[src/rtl/edgeIrqPkg.sv]
package edgeIrqPkg;
  localparam int NUM_PINS = 4;
  localparam int REQ_BITS = 3;
  localparam int CTRL_BITS = NUM_PINS + 1;

  typedef enum logic [1:0] {
    RD_NONE = 2'd0,
    RD_REQ  = 2'd1,
    RD_CTRL = 2'd2,
    RD_LVL  = 2'd3
  } rdSel_e;

  typedef struct packed {
    logic   reqWr;
    logic   ctrlWr;
    rdSel_e rdSel;
  } irqStrobes_t;
endpackage

[src/rtl/edgeIrqCtrl.sv]
module edgeIrqCtrl
  import edgeIrqPkg::*;
#(
  parameter int ADDR_W = 8,
  parameter logic [ADDR_W-1:0] REQ_ADDR = 8'hFD,
  parameter logic [ADDR_W-1:0] CTRL_ADDR = 8'hFE,
  parameter logic [ADDR_W-1:0] LVL_ADDR = 8'hE3
) (
  input  logic [ADDR_W-1:0] busAddr,
  input  logic              busWrEn,
  output irqStrobes_t       strobes
);
  logic hitReq, hitCtrl, hitLvl;

  assign hitReq  = (busAddr == REQ_ADDR);
  assign hitCtrl = (busAddr == CTRL_ADDR);
  assign hitLvl  = (busAddr == LVL_ADDR);

  always_comb begin
    strobes.reqWr  = busWrEn && hitReq;
    strobes.ctrlWr = busWrEn && hitCtrl;
    if (hitReq)       strobes.rdSel = RD_REQ;
    else if (hitCtrl) strobes.rdSel = RD_CTRL;
    else if (hitLvl)  strobes.rdSel = RD_LVL;
    else              strobes.rdSel = RD_NONE;
  end
endmodule

[src/rtl/edgeIrqDatapath.sv]
module edgeIrqDatapath
  import edgeIrqPkg::*;
#(
  parameter int DATA_W = 8,
  parameter int SYNC_STAGES = 2
) (
  input  logic                clk,
  input  logic                rstN,
  input  logic [NUM_PINS-1:0] pinIn,
  input  logic [DATA_W-1:0]   busWrData,
  input  irqStrobes_t         strobes,
  output logic [DATA_W-1:0]   busRdData,
  output logic [REQ_BITS-1:0] reqVec,
  output logic [NUM_PINS-1:0] polVec,
  output logic                selBit,
  output logic [NUM_PINS-1:0] lvlVec
);
  localparam int REQ_PAD = DATA_W - REQ_BITS;
  localparam int CTRL_PAD = DATA_W - CTRL_BITS;
  localparam int LVL_PAD = DATA_W - NUM_PINS;

  logic [NUM_PINS-1:0] prevLvl;
  logic [NUM_PINS-1:0] edgeHit;
  logic [REQ_BITS-1:0] setVec;
  logic [REQ_BITS-1:0] keepVec;

  // One synchronizer chain per pin, followed by an edge detector
  // that compares the current level with the previous one.
  for (genvar p = 0; p < NUM_PINS; p++) begin : g_pin
    logic [SYNC_STAGES-1:0] chain;
    always_ff @(posedge clk) begin
      if (!rstN) chain <= '0;
      else       chain <= {chain[SYNC_STAGES-2:0], pinIn[p]};
    end
    assign lvlVec[p]  = chain[SYNC_STAGES-1];
    assign edgeHit[p] = (lvlVec[p] ^ prevLvl[p]) & ~(lvlVec[p] ^ polVec[p]);
  end

  always_ff @(posedge clk) begin
    if (!rstN) prevLvl <= '0;
    else       prevLvl <= lvlVec;
  end

  // Both counter pins keep their edge tracking all the time.
  // The select only decides which detector reaches request bit 2.
  assign setVec = {selBit ? edgeHit[3] : edgeHit[2], edgeHit[1], edgeHit[0]};
  assign keepVec = strobes.reqWr ? (reqVec & busWrData[REQ_BITS-1:0]) : reqVec;

  always_ff @(posedge clk) begin
    if (!rstN) reqVec <= '0;
    else       reqVec <= keepVec | setVec;
  end

  always_ff @(posedge clk) begin
    if (!rstN) begin
      polVec <= '0;
      selBit <= 1'b0;
    end else if (strobes.ctrlWr) begin
      polVec <= busWrData[NUM_PINS-1:0];
      selBit <= busWrData[NUM_PINS];
    end
  end

  always_comb begin
    unique case (strobes.rdSel)
      RD_REQ:  busRdData = {{REQ_PAD{1'b0}}, reqVec};
      RD_CTRL: busRdData = {{CTRL_PAD{1'b0}}, selBit, polVec};
      RD_LVL:  busRdData = {{LVL_PAD{1'b0}}, lvlVec};
      default: busRdData = '0;
    endcase
  end
endmodule

[src/rtl/edgeIrqReg.sv]
module edgeIrqReg
  import edgeIrqPkg::*;
#(
  parameter int ADDR_W = 8,
  parameter int DATA_W = 8,
  parameter int SYNC_STAGES = 2,
  parameter logic [ADDR_W-1:0] REQ_ADDR = 8'hFD,
  parameter logic [ADDR_W-1:0] CTRL_ADDR = 8'hFE,
  parameter logic [ADDR_W-1:0] LVL_ADDR = 8'hE3
) (
  input  logic              clk,
  input  logic              rstN,
  input  logic [3:0]        pinIn,
  input  logic [ADDR_W-1:0] busAddr,
  input  logic              busWrEn,
  input  logic [DATA_W-1:0] busWrData,
  output logic [DATA_W-1:0] busRdData
);
  irqStrobes_t         strobes;
  logic [REQ_BITS-1:0] reqVec;
  logic [NUM_PINS-1:0] polVec;
  logic                selBit;
  logic [NUM_PINS-1:0] lvlVec;

  edgeIrqCtrl #(
    .ADDR_W(ADDR_W), .REQ_ADDR(REQ_ADDR), .CTRL_ADDR(CTRL_ADDR), .LVL_ADDR(LVL_ADDR)
  ) i_ctrl (
    .busAddr(busAddr), .busWrEn(busWrEn), .strobes(strobes)
  );

  edgeIrqDatapath #(
    .DATA_W(DATA_W), .SYNC_STAGES(SYNC_STAGES)
  ) i_dp (
    .clk(clk), .rstN(rstN), .pinIn(pinIn), .busWrData(busWrData),
    .strobes(strobes), .busRdData(busRdData), .reqVec(reqVec),
    .polVec(polVec), .selBit(selBit), .lvlVec(lvlVec)
  );
endmodule

[config.mk]
export PLATFORM = sky130hd
export DESIGN_NAME = edgeIrqReg
export DESIGN_NICKNAME = d
export VERILOG_FILES = /design/src/rtl/edgeIrqPkg.sv /design/src/rtl/edgeIrqCtrl.sv /design/src/rtl/edgeIrqDatapath.sv /design/src/rtl/edgeIrqReg.sv
export SDC_FILE = /design/constraint.sdc
export NUM_CORES = 1
export LEC_CHECK = 0
export CAP_MARGIN = 20
export CORE_AREA = 5 5 54 56
export DETAILED_ROUTE_END_ITERATION = 8
export DIE_AREA = 0 0 59 61
export MAX_ROUTING_LAYER = met4
export PLACE_DENSITY = 0.7
export SYNTH_ARGS = -nofsm -noshare
export SYNTH_HDL_FRONTEND = slang
export SYNTH_SLANG_ARGS = --single-unit
export TNS_END_PERCENT = 10
[constraint.sdc]
create_clock -name clk -period 1.42 [get_ports clk]
set_input_delay 0.213 -clock clk [delete_from_list [all_inputs] [get_ports clk]]
set_output_delay 0.213 -clock clk [all_outputs]
set_load 0.01 [all_outputs]
==> impl_metrics.sql, run 1 <==
INSERT INTO impl_metrics (metric_group, metric, value, unit) VALUES
('timing', 'final.setup.worst_slack', '-0.05264', 'ns'),
('critical_path', 'critical_path.n_buffers_inverters', '2', ''),
('logic_synthesis', 'synth_cell_type_count', '26', ''),
('detailed_routing', 'routed_via_density', '5.012', ''),
('place', 'post-place-cells', '162', ''),
('floorplan', 'die_height', '61', 'um'),
('logic_synthesis', 'yosys.cell_count.top_type', 'dfxtp_1', ''),
('finish', 'finish.cell_count_without_fillers', '169', ''),
('clocking', 'cts_tree', 'built', ''),
('finish', 'synthToLayoutAreaGrowth', '51.44', '%'),
('logic_synthesis', 'synth-edff-count', '0', ''),
('finish', 'finalNetCount', '163', ''),
('critical_path', 'timing.critical_path.fanout_max', '3', ''),
('place', 'post-dp-hpwl', '1.519', 'mm'),
('logic_synthesis', 'synth_top_cells_by_area', 'dfxtp_1 (44%), and2_1 (8.3%), nand3_1 (5.5%)', ''),
('critical_path', 'timing.critical_path.arrival', '1.26', 'ns'),
('clocking', 'root_buffer', 'clkbuf_4', ''),
('critical_path', 'worst_stage_delay_on_the_critical_path', '0.25', 'ns'),
('finish', 'stdcell_area', '1378', 'um2'),
('critical_path', 'cp-start-kind', 'primary input', ''),
('detailed_routing', 'first_drt_iteration_drcs', '14', ''),
('detailed_routing', 'remaining_drcs', '0', ''),
('timing', 'finalSetupViolations', '4', ''),
('finish', 'antenna_cells', '0', ''),
('logic_synthesis', 'synth_area_per_cell', '8.918', 'um2'),
('critical_path', 'crit_chain', 'clkdlybuf4s15_2 -> nor4b_4 -> nand2_1 -> a21bo_2 -> a21oi_2 -> buf_2', ''),
('floorplan', 'start_util', '38.10', '%'),
('hold_path', 'tightest_hold_check_type', 'reg -> reg', ''),
('clocking', 'htree_num_levels', '1', ''),
('power', 'pwr_per_cell_area', '864.9', 'nW/um2'),
('logic_synthesis', 'synth_flop_cell', 'dfxtp_1', ''),
('detailed_routing', 'antenna_left', '0', ''),
('global_routing', 'grt_pass1_wl', '3.622', 'mm'),
('clocking', 'clkTransAtPathRegs', '0.11', 'ns'),
('flow_run', 'drv_cap', '0', ''),
('status', 'failed_checks', 'negative setup slack', ''),
('clocking', 'cts.hold.buffers_added', '0', ''),
('timing', 'hold_viol_final', '0', ''),
('power', 'leakage', '0.5257', 'nW'),
('finish', 'ratio_of_cells_with_drive_above_1_in_the_final_layout', '35.25', '%'),
('logic_synthesis', 'synthDominantAreaCellType', 'dfxtp_1', ''),
('floorplan', 'placeableCoreArea', '2387', 'um2'),
('clocking', 'insertion_delay', '0.31', 'ns'),
('timing', 'hold-worst-slack', '0.4453', 'ns'),
('status', 'status', 'complete, but fails checks', ''),
('global_routing', 'groute.usage.overall', '14.12', '%'),
('critical_path', 'crit_required', '1.21', 'ns'),
('floorplan', 'pin_count', '31', ''),
('detailed_routing', 'firstDrtPassIters', '4', ''),
('logic_synthesis', 'syn-instance-count', '102', ''),
('detailed_routing', 'vias', '847', ''),
('detailed_routing', 'total_wire_length_after_detailed_routing', '2.274', 'mm'),
('clocking', 'cts_inserted_buffers', '3', ''),
('logic_synthesis', 'post_synth_most_frequent_cells', 'dfxtp_1 (20), and2_1 (12), nand2_1 (10), nand3_1 (10)', ''),
('logic_synthesis', 'synth_seq_area_share', '44.02', '%'),
('floorplan', 'die_width', '59', 'um'),
('logic_synthesis', 'netlist.area_leader.share', '44.02', '%'),
('logic_synthesis', 'synth_cell_area', '909.6', 'um2'),
('critical_path', 'critPathTopFamily', 'buffers and inverters', ''),
('detailed_routing', 'wire_per_inst', '13.46', 'um'),
('floorplan', 'fp.dieArea', '3599', 'um2'),
('place', 'portBuffers', '24', ''),
('place', 'placedInstanceArea', '1234', 'um2'),
('timing', 'finalMaxSlewViolations', '0', ''),
('critical_path', 'timing_worst_setup_path_type', 'in -> out', ''),
('clocking', 'cts_num_sinks', '20', ''),
('timing', 'fin_crit', '1.473', 'ns'),
('floorplan', 'row_count', '18', ''),
('logic_synthesis', 'ys_seq_elements', '20', ''),
('critical_path', 'crit_slowest_cell', 'nor4b_4', ''),
('finish', 'final_core_util', '57.70', '%');
## worst register-to-register path: stages (launching register included)
cell and delay [ns]:
dfxtp_1 0.38, buf_4 0.13, nand2_1 0.04, o22ai_1 0.13, o21ai_0 0.08, a21boi_0 0.18
## timing repair
item	4_1_cts	5_1_grt
resized for setup	67	2
endpoints found under the setup margin	5	5
buffers inserted	3	0
pin swaps	11	0
## where the power goes
group	switching [mW]	internal (mW)
sequential	0.00908	0.578
clock	0.185	0.286
combinational	0.0524	0.0820
## area by class of cell
type / instances / area (um2)
Clock inverter: 1 / 30.03
Fill cell: 229 / 1010
Sequential cell: 20 / 400.4
Clock buffer: 3 / 22.52
Tap cell: 30 / 37.54
Timing Repair Buffer: 39 / 341.6
Multi-Input combinational cell: 76 / 545.5
## path summary, 6_finish.rpt
kind | to | startpoint | slack, ns | depth (start not counted)
worst max-delay path | busRdData[2] | busAddr[2] | -0.05 | 6
worst min-delay path | i_dp.g_pin[3].chain[1] | i_dp.g_pin[3].chain[0] | 0.45 | 1
worst max register to register | i_dp.reqVec[2] | i_dp.polVec[2] | 0.39 | 5
worst min register to register | i_dp.g_pin[3].chain[1] | i_dp.g_pin[3].chain[0] | 0.45 | 1
## flip-flops by register name, indices dropped and copies added (netlist names)
register	cells
i_dp.g_pin.chain	8
i_dp.polVec	4
i_dp.prevLvl	4
i_dp.reqVec	3
i_dp.selBit	1
## cell usage in the layout, fill, tap and decap left out, types with 2 or more instances in the layout
cell              n
nor2b_1           2
a22oi_2           3
and2_1           12
buf_2             7
nand3_1           6
clkdlybuf4s15_1   3
buf_6             4
buf_4            12
nand3_4           2
dfxtp_1          20
a21oi_1           2
a21boi_1          5
a21oi_2           3
o21ai_0           5
a21boi_0          3
conb_1            3
nand2_1           9
clkdlybuf4s50_1  11
and3_4            3
nand4_1           3
clkbuf_4          3
nor3b_1           2
nand2b_1          2
nand3_2           2
## routing by layer
layer / vias up / global-route usage (%) / part of all wire, %
met5: - / - / 0
met4: 0 / 7.767 / 2.8
met3: 7 / 3.617 / 7.5
met2: 28 / 23.50 / 48
met1: 386 / 15.35 / 42
li1: 426 / - / -
## per-stage QoR
step	setup slack [ns]	total power [mW]	setup TNS (ns)
final	-0.05264	1.191	-0.1361
after global routing	-0.1018	1.245	-0.3386
after CTS	-0.03506	1.197	-0.05797
after detailed placement	-0.8474	0.7172	-5.846
after global placement	-0.8344	0.7146	-5.738
after floorplan	0.1287	0.6460	0
## logic make-up (layout without fill, tap and decap cells)
family,count (synthesis),count (layout),synth area share (%)
and+or+nand+nor,49,49,31.23
AOI/OAI and AO/OA,24,24,17.33
DFF,20,20,44.02
buffers and inverters,8,43,7.015
other,1,3,0.4123
Power figures use the tool's default switching activity.
==> run 2: changes to the inputs <==
Settings changed: GPL_ROUTABILITY_DRIVEN set to 0, GPL_TIMING_DRIVEN set to 0.
==> run 2 against run 1 <==
  * The run now ends clean
  * Worst setup slack improved by 0.065 ns
  * Flip-flop and latch count did not move
  * Clock skew is 0.011 ns lower
  * Fmax rose by 4.7%
  * Worst hold slack worse by 0.18 ns
  * First-iteration DRC count shrank 57%
  * Combinational power is 10% lower
  * Routed wire length down 5.9%
  * Global-route usage is 1.2 points lower
  * Via count shrank 4.4%
  * Critical path depth is the same
  * Non-clock buffer count decreased by 5
  * Largest cell class unchanged
  * Highest routed layer unchanged
==> impl_metrics.sql, run 2 (synthesis results as in run 1) <==
INSERT INTO impl_metrics (metric_group, metric, value, unit) VALUES
('detailed_routing', 'vias', '810', ''),
('finish', 'synthToLayoutAreaGrowth', '37.28', '%'),
('finish', 'finish.cell_count_without_fillers', '163', ''),
('timing', 'finalMaxSlewViolations', '0', ''),
('status', 'status', 'finished, final reports clean', ''),
('floorplan', 'placeableCoreArea', '2387', 'um2'),
('detailed_routing', 'firstDrtPassIters', '4', ''),
('power', 'pwr_per_cell_area', '771.6', 'nW/um2'),
('floorplan', 'die_height', '61', 'um'),
('power', 'power.ir.vdd_worst', '0.4746', 'mV'),
('timing', 'fin_crit', '1.407', 'ns'),
('power', 'design_power_total', '963.5', 'uW'),
('global_routing', 'antenna_found_initial', '0', ''),
('timing', 'hold_viol_final', '0', ''),
('finish', 'mostFrequentLayoutCells', 'dfxtp_1 (20), and2_1 (12), nand2_1 (10), buf_4 (10), clkdlybuf4s50_1 (10)', ''),
('critical_path', 'cp-start-kind', 'primary input', ''),
('floorplan', 'row_count', '18', ''),
('detailed_routing', 'routed_via_density', '4.969', ''),
('finish', 'fillerInstances', '252', ''),
('detailed_routing', 'first_drt_iteration_drcs', '6', ''),
('place', 'post-dp-hpwl', '1.509', 'mm'),
('timing', 'rsz0062_at_grt', 'yes', ''),
('flow_run', 'drv_cap', '0', ''),
('clocking', 'cts_num_sinks', '20', ''),
('timing', 'fmaxAchievable', '710.6', 'MHz'),
('global_routing', 'groute.usage.overall', '12.92', '%'),
('global_routing', 'globalRouteMet1Util', '13.51', '%'),
('clocking', 'cts_tree', 'built', ''),
('floorplan', 'die_width', '59', 'um'),
('global_routing', 'grt_pass1_wl', '3.236', 'mm'),
('timing', 'hold-worst-slack', '0.2680', 'ns'),
('finish', 'finalNetCount', '158', ''),
('global_routing', 'globalRoute.totalOverflow', '0', ''),
('timing', 'final.setup.worst_slack', '0.01282', 'ns'),
('finish', 'largest_registers', 'i_dp.g_pin.chain x8, i_dp.polVec x4, i_dp.prevLvl x4', ''),
('power', 'leakage', '0.4748', 'nW'),
('global_routing', 'grtUsageMet3', '3.830', '%'),
('place', 'portBuffers', '23', ''),
('global_routing', 'globalRouteMet2Util', '21.14', '%'),
('critical_path', 'crit_required', '1.21', 'ns'),
('floorplan', 'fp.dieArea', '3599', 'um2'),
('finish', 'largest_register_ff_count', '8', ''),
('finish', 'antenna_cells', '0', ''),
('place', 'dpl_worst_slack', '-0.9229', 'ns'),
('finish', 'top_register', 'i_dp.g_pin.chain', ''),
('detailed_routing', 'antenna_left', '0', ''),
('detailed_routing', 'wire_per_inst', '13.12', 'um'),
('finish', 'most_common_cell_after_layout_fill_and_taps_aside', 'dfxtp_1', ''),
('critical_path', 'end_kind', 'output port', ''),
('floorplan', 'start_util', '38.10', '%'),
('critical_path', 'timing.critical_path.arrival', '1.19', 'ns'),
('clocking', 'clkTransAtPathRegs', '0.10', 'ns'),
('timing', 'finalCritPeriodShare', '99.10', '%'),
('finish', 'ratio_of_cells_with_drive_above_1_in_the_final_layout', '31.58', '%'),
('hold_path', 'tightest_hold_check_type', 'in -> reg', ''),
('clocking', 'cts_inserted_buffers', '3', ''),
('global_routing', 'grt.busiest_layer', 'met2', ''),
('detailed_routing', 'total_wire_length_after_detailed_routing', '2.139', 'mm'),
('timing', 'clock-skew-final', '0.0007693', 'ns'),
('timing', 'finalSetupViolations', '0', ''),
('place', 'post-place-cells', '157', ''),
('critical_path', 'timing_worst_setup_path_type', 'in -> out', ''),
('critical_path', 'timing.critical_path.fanout_max', '3', ''),
('global_routing', 'first_global_vias', '731', ''),
('clocking', 'htree_num_levels', '1', ''),
('clocking', 'clockBufferDepth', '2', ''),
('global_routing', 'grt_start_max_net_pins', '11', ''),
('clocking', 'root_buffer', 'clkbuf_4', ''),
('clocking', 'insertion_delay', '0.29', 'ns'),
('detailed_routing', 'remaining_drcs', '0', ''),
('floorplan', 'pin_count', '31', '');
==> run 2: layout make-up <==
class                           instances  area [um2]  area share [%]
Timing Repair Buffer                   29       241.5           19.34
Multi-Input combinational cell         76       516.7           41.38
Clock buffer                            3       22.52           1.804
Buffer                                  5       30.03           2.405
Sequential cell                        20       400.4           32.06
Tap cell                               30       37.54           3.006
==> run 2: metal layers <==
| layer | share of wire, % | vias up |
|---|---|---|
| li1 | - | 413 |
| met1 | 40 | 363 |
| met2 | 49 | 28 |
| met3 | 7.9 | 6 |
| met4 | 2.7 | 0 |
| met5 | 0 | - |
==> run 2: worst max-delay path: stages <==
cell,delay (ns)
buf_8,0.10
nor4b_4,0.28
nand2_1,0.07
a21bo_2,0.26
a21oi_2,0.12
buf_2,0.14
==> run 2: power breakdown <==
| group | switching [mW] | internal, mW |
|---|---|---|
| Combinational | 0.0462 | 0.0734 |
| Sequential | 0.00863 | 0.577 |
| Clock | 0.159 | 0.0988 |
==> run 2: worst paths after layout <==
check / from / endpoint / slack [ns] / depth (start not counted)
min reg2reg: i_dp.g_pin[2].chain[0] / i_dp.g_pin[2].chain[1] / 0.44 / 1
max reg2reg: i_dp.g_pin[3].chain[1] / i_dp.reqVec[2] / 0.47 / 4
min: rstN / i_dp.g_pin[0].chain[1] / 0.27 / 2
max: busAddr[3] / busRdData[0] / 0.01 / 6
==> run 2: stage by stage <==
step	utilization [%]	cell area (um2)	TNS, ns
6_report	52.31	1249	0
5_1_grt	52.31	1249	-0.1581
3_5_place_dp	49.63	1185	-5.466
2_1_floorplan	-	917.1	0
3_3_place_gp	49.63	1185	-5.106
4_1_cts	50.73	1211	0
==> run 2: repair_timing <==
item                                    in CTS  in global routing
hold buffers                                 0                  0
pin swaps                                    9                  4
resized for setup                           60                  8
endpoints found under the setup margin       5                  4
buffers inserted                             4                  2
==> run 3: changes to the inputs <==
Settings changed: CAP_MARGIN 20 to unset, REMOVE_ABC_BUFFERS set to 1.
==> run 3 against run 2 <==
  * The run now ends with negative setup slack left
  * Cell count is 0.61% lower
  * Sequential power about the same
  * Register-to-register slack hardly changed
  * Critical path type unchanged
  * Critical endpoint is now busRdData[2]
  * Largest power group unchanged
  * Highest routed layer unchanged
==> impl_metrics.sql, run 3 (synthesis results as in run 1) <==
INSERT INTO impl_metrics (metric_group, metric, value, unit) VALUES
('finish', 'multi_input_comb_area', '503.0', 'um2'),
('finish', 'synthToLayoutAreaGrowth', '40.72', '%'),
('clocking', 'insertion_delay', '0.30', 'ns'),
('critical_path', 'timing.critical_path.arrival', '1.21', 'ns'),
('place', 'portBuffers', '24', ''),
('finish', 'fillerInstances', '227', ''),
('timing', 'finalSetupViolations', '1', ''),
('clocking', 'cts_tree', 'built', ''),
('timing', 'fin_setup_tns', '-0.0009049', 'ns'),
('finish', 'seqCellArea', '400.4', 'um2'),
('timing', 'hold_viol_final', '0', ''),
('finish', 'antenna_cells', '0', ''),
('place', 'post-place-cells', '150', ''),
('finish', 'mostFrequentLayoutCells', 'dfxtp_1 (20), and2_1 (12), clkdlybuf4s50_1 (11)', ''),
('critical_path', 'cp-start-kind', 'primary input', ''),
('critical_path', 'timing_worst_setup_path_type', 'in -> out', ''),
('clocking', 'clockBufferDepth', '2', ''),
('timing', 'fmaxAchievable', '703.8', 'MHz'),
('global_routing', 'globalRoute.totalOverflow', '0', ''),
('timing', 'rsz0062_at_grt', 'yes', ''),
('clocking', 'clkTransAtPathRegs', '0.10', 'ns'),
('global_routing', 'grt_start_max_net_pins', '21', ''),
('finish', 'largest_register_ff_count', '8', ''),
('detailed_routing', 'total_wire_length_after_detailed_routing', '1.966', 'mm'),
('global_routing', 'antenna_found_initial', '0', ''),
('global_routing', 'grt_pass1_wl', '3.291', 'mm'),
('clocking', 'cts_num_sinks', '20', ''),
('critical_path', 'crit_required', '1.21', 'ns'),
('power', 'leakage', '0.4878', 'nW'),
('critical_path', 'r2r_slack', '0.46', 'ns'),
('timing', 'fin_crit', '1.421', 'ns'),
('floorplan', 'pin_count', '31', ''),
('critical_path', 'end_kind', 'output port', ''),
('detailed_routing', 'routed_via_density', '4.938', ''),
('timing', 'final.setup.worst_slack', '-0.0009049', 'ns'),
('detailed_routing', 'first_drt_iteration_drcs', '13', ''),
('clocking', 'root_buffer', 'clkbuf_4', ''),
('place', 'post-dp-hpwl', '1.377', 'mm'),
('floorplan', 'die_height', '61', 'um'),
('clocking', 'htree_num_levels', '1', ''),
('global_routing', 'first_global_vias', '793', ''),
('timing', 'finalMaxSlewViolations', '0', ''),
('finish', 'finalNetCount', '156', ''),
('detailed_routing', 'antenna_left', '0', ''),
('power', 'design_power_total', '1.160', 'mW'),
('finish', 'most_common_cell_after_layout_fill_and_taps_aside', 'dfxtp_1', ''),
('floorplan', 'die_width', '59', 'um'),
('status', 'failed_checks', 'negative setup slack', ''),
('floorplan', 'start_util', '38.10', '%'),
('floorplan', 'fp.dieArea', '3599', 'um2'),
('status', 'status', 'complete, but fails checks', ''),
('timing', 'finalCritPeriodShare', '100.1', '%'),
('global_routing', 'groute.usage.overall', '12.37', '%'),
('clocking', 'cts_inserted_buffers', '3', ''),
('detailed_routing', 'firstDrtPassIters', '4', ''),
('detailed_routing', 'vias', '800', ''),
('timing', 'clock-skew-final', '0.006013', 'ns'),
('detailed_routing', 'wire_per_inst', '12.14', 'um'),
('critical_path', 'timing.critical_path.fanout_max', '5', ''),
('place', 'placedInstanceArea', '1131', 'um2'),
('timing', 'worst-slew-pin-transition', '0.5440', 'ns'),
('flow_run', 'drv_cap', '0', ''),
('power', 'power.ir.vdd_worst', '0.8337', 'mV'),
('detailed_routing', 'remaining_drcs', '0', ''),
('hold_path', 'tightest_hold_check_type', 'reg -> reg', ''),
('floorplan', 'placeableCoreArea', '2387', 'um2'),
('finish', 'ratio_of_cells_with_drive_above_1_in_the_final_layout', '28.79', '%'),
('timing', 'timing.slew.headroom', '63.62', '%'),
('finish', 'largest_registers', 'i_dp.g_pin.chain x8, i_dp.polVec x4, i_dp.prevLvl x4', ''),
('finish', 'finish.cell_count_without_fillers', '162', ''),
('floorplan', 'row_count', '18', ''),
('finish', 'stdcell_area', '1280', 'um2'),
('finish', 'top_register', 'i_dp.g_pin.chain', ''),
('power', 'pwr_per_cell_area', '906.6', 'nW/um2');
run 3: per-layer routing:
metal / wire [um] / global-route usage, % / vias to the layer above
li1: - / - / 410
met5: 0 / - / -
met4: 21 / 5.825 / 0
met1: 847 / 13.51 / 366
met3: 121 / 2.553 / 2
met2: 976 / 21.45 / 22
run 3: layout make-up:
cell class	instances	share of cell area, %
Timing Repair Buffer	32	22.39
Clock inverter	1	2.346
Multi-Input combinational cell	76	39.30
Clock buffer	3	1.760
Sequential cell	20	31.28
Tap cell	30	2.933
run 3: stage by stage:
step / utilization, % / worst slack [ns] / hold slack (ns)
floorplan: - / 0.1370 / 0.3347
global placement: 47.38 / -0.9193 / 0.4144
detailed placement: 47.38 / -0.9682 / 0.4202
CTS: 53.56 / -0.0009381 / 0.4461
global route: 53.62 / -0.07828 / 0.4580
finish: 53.62 / -0.0009049 / 0.4447
run 3: power by group:
part	internal, mW	total, mW	switching, mW
sequential	0.577	0.586	0.00805
clock	0.285	0.457	0.172
combinational	0.0740	0.118	0.0437
total	0.937	1.16	0.224
run 3: worst paths after layout:
check,depth (start not counted),from,to
hold / removal,1,i_dp.g_pin[3].chain[0],i_dp.g_pin[3].chain[1]
setup reg to reg,4,i_dp.g_pin[3].chain[1],i_dp.reqVec[2]
hold reg to reg,1,i_dp.g_pin[3].chain[0],i_dp.g_pin[3].chain[1]
setup / recovery,7,busAddr[0],busRdData[2]
run 3: what timing repair did:
action | in CTS | in global routing
hold buffers | 0 | 0
buffers inserted | 8 | 0
resized for setup | 66 | 3
endpoints found under the setup margin | 5 | 4
pin swaps | 8 | 3
run 3: critical path, cell delays in order:
cell     delay [ns]
buf_6          0.10
and2b_2        0.22
and3_4         0.23
buf_12         0.12
a22oi_2        0.07
a21oi_2        0.12
buf_2          0.14
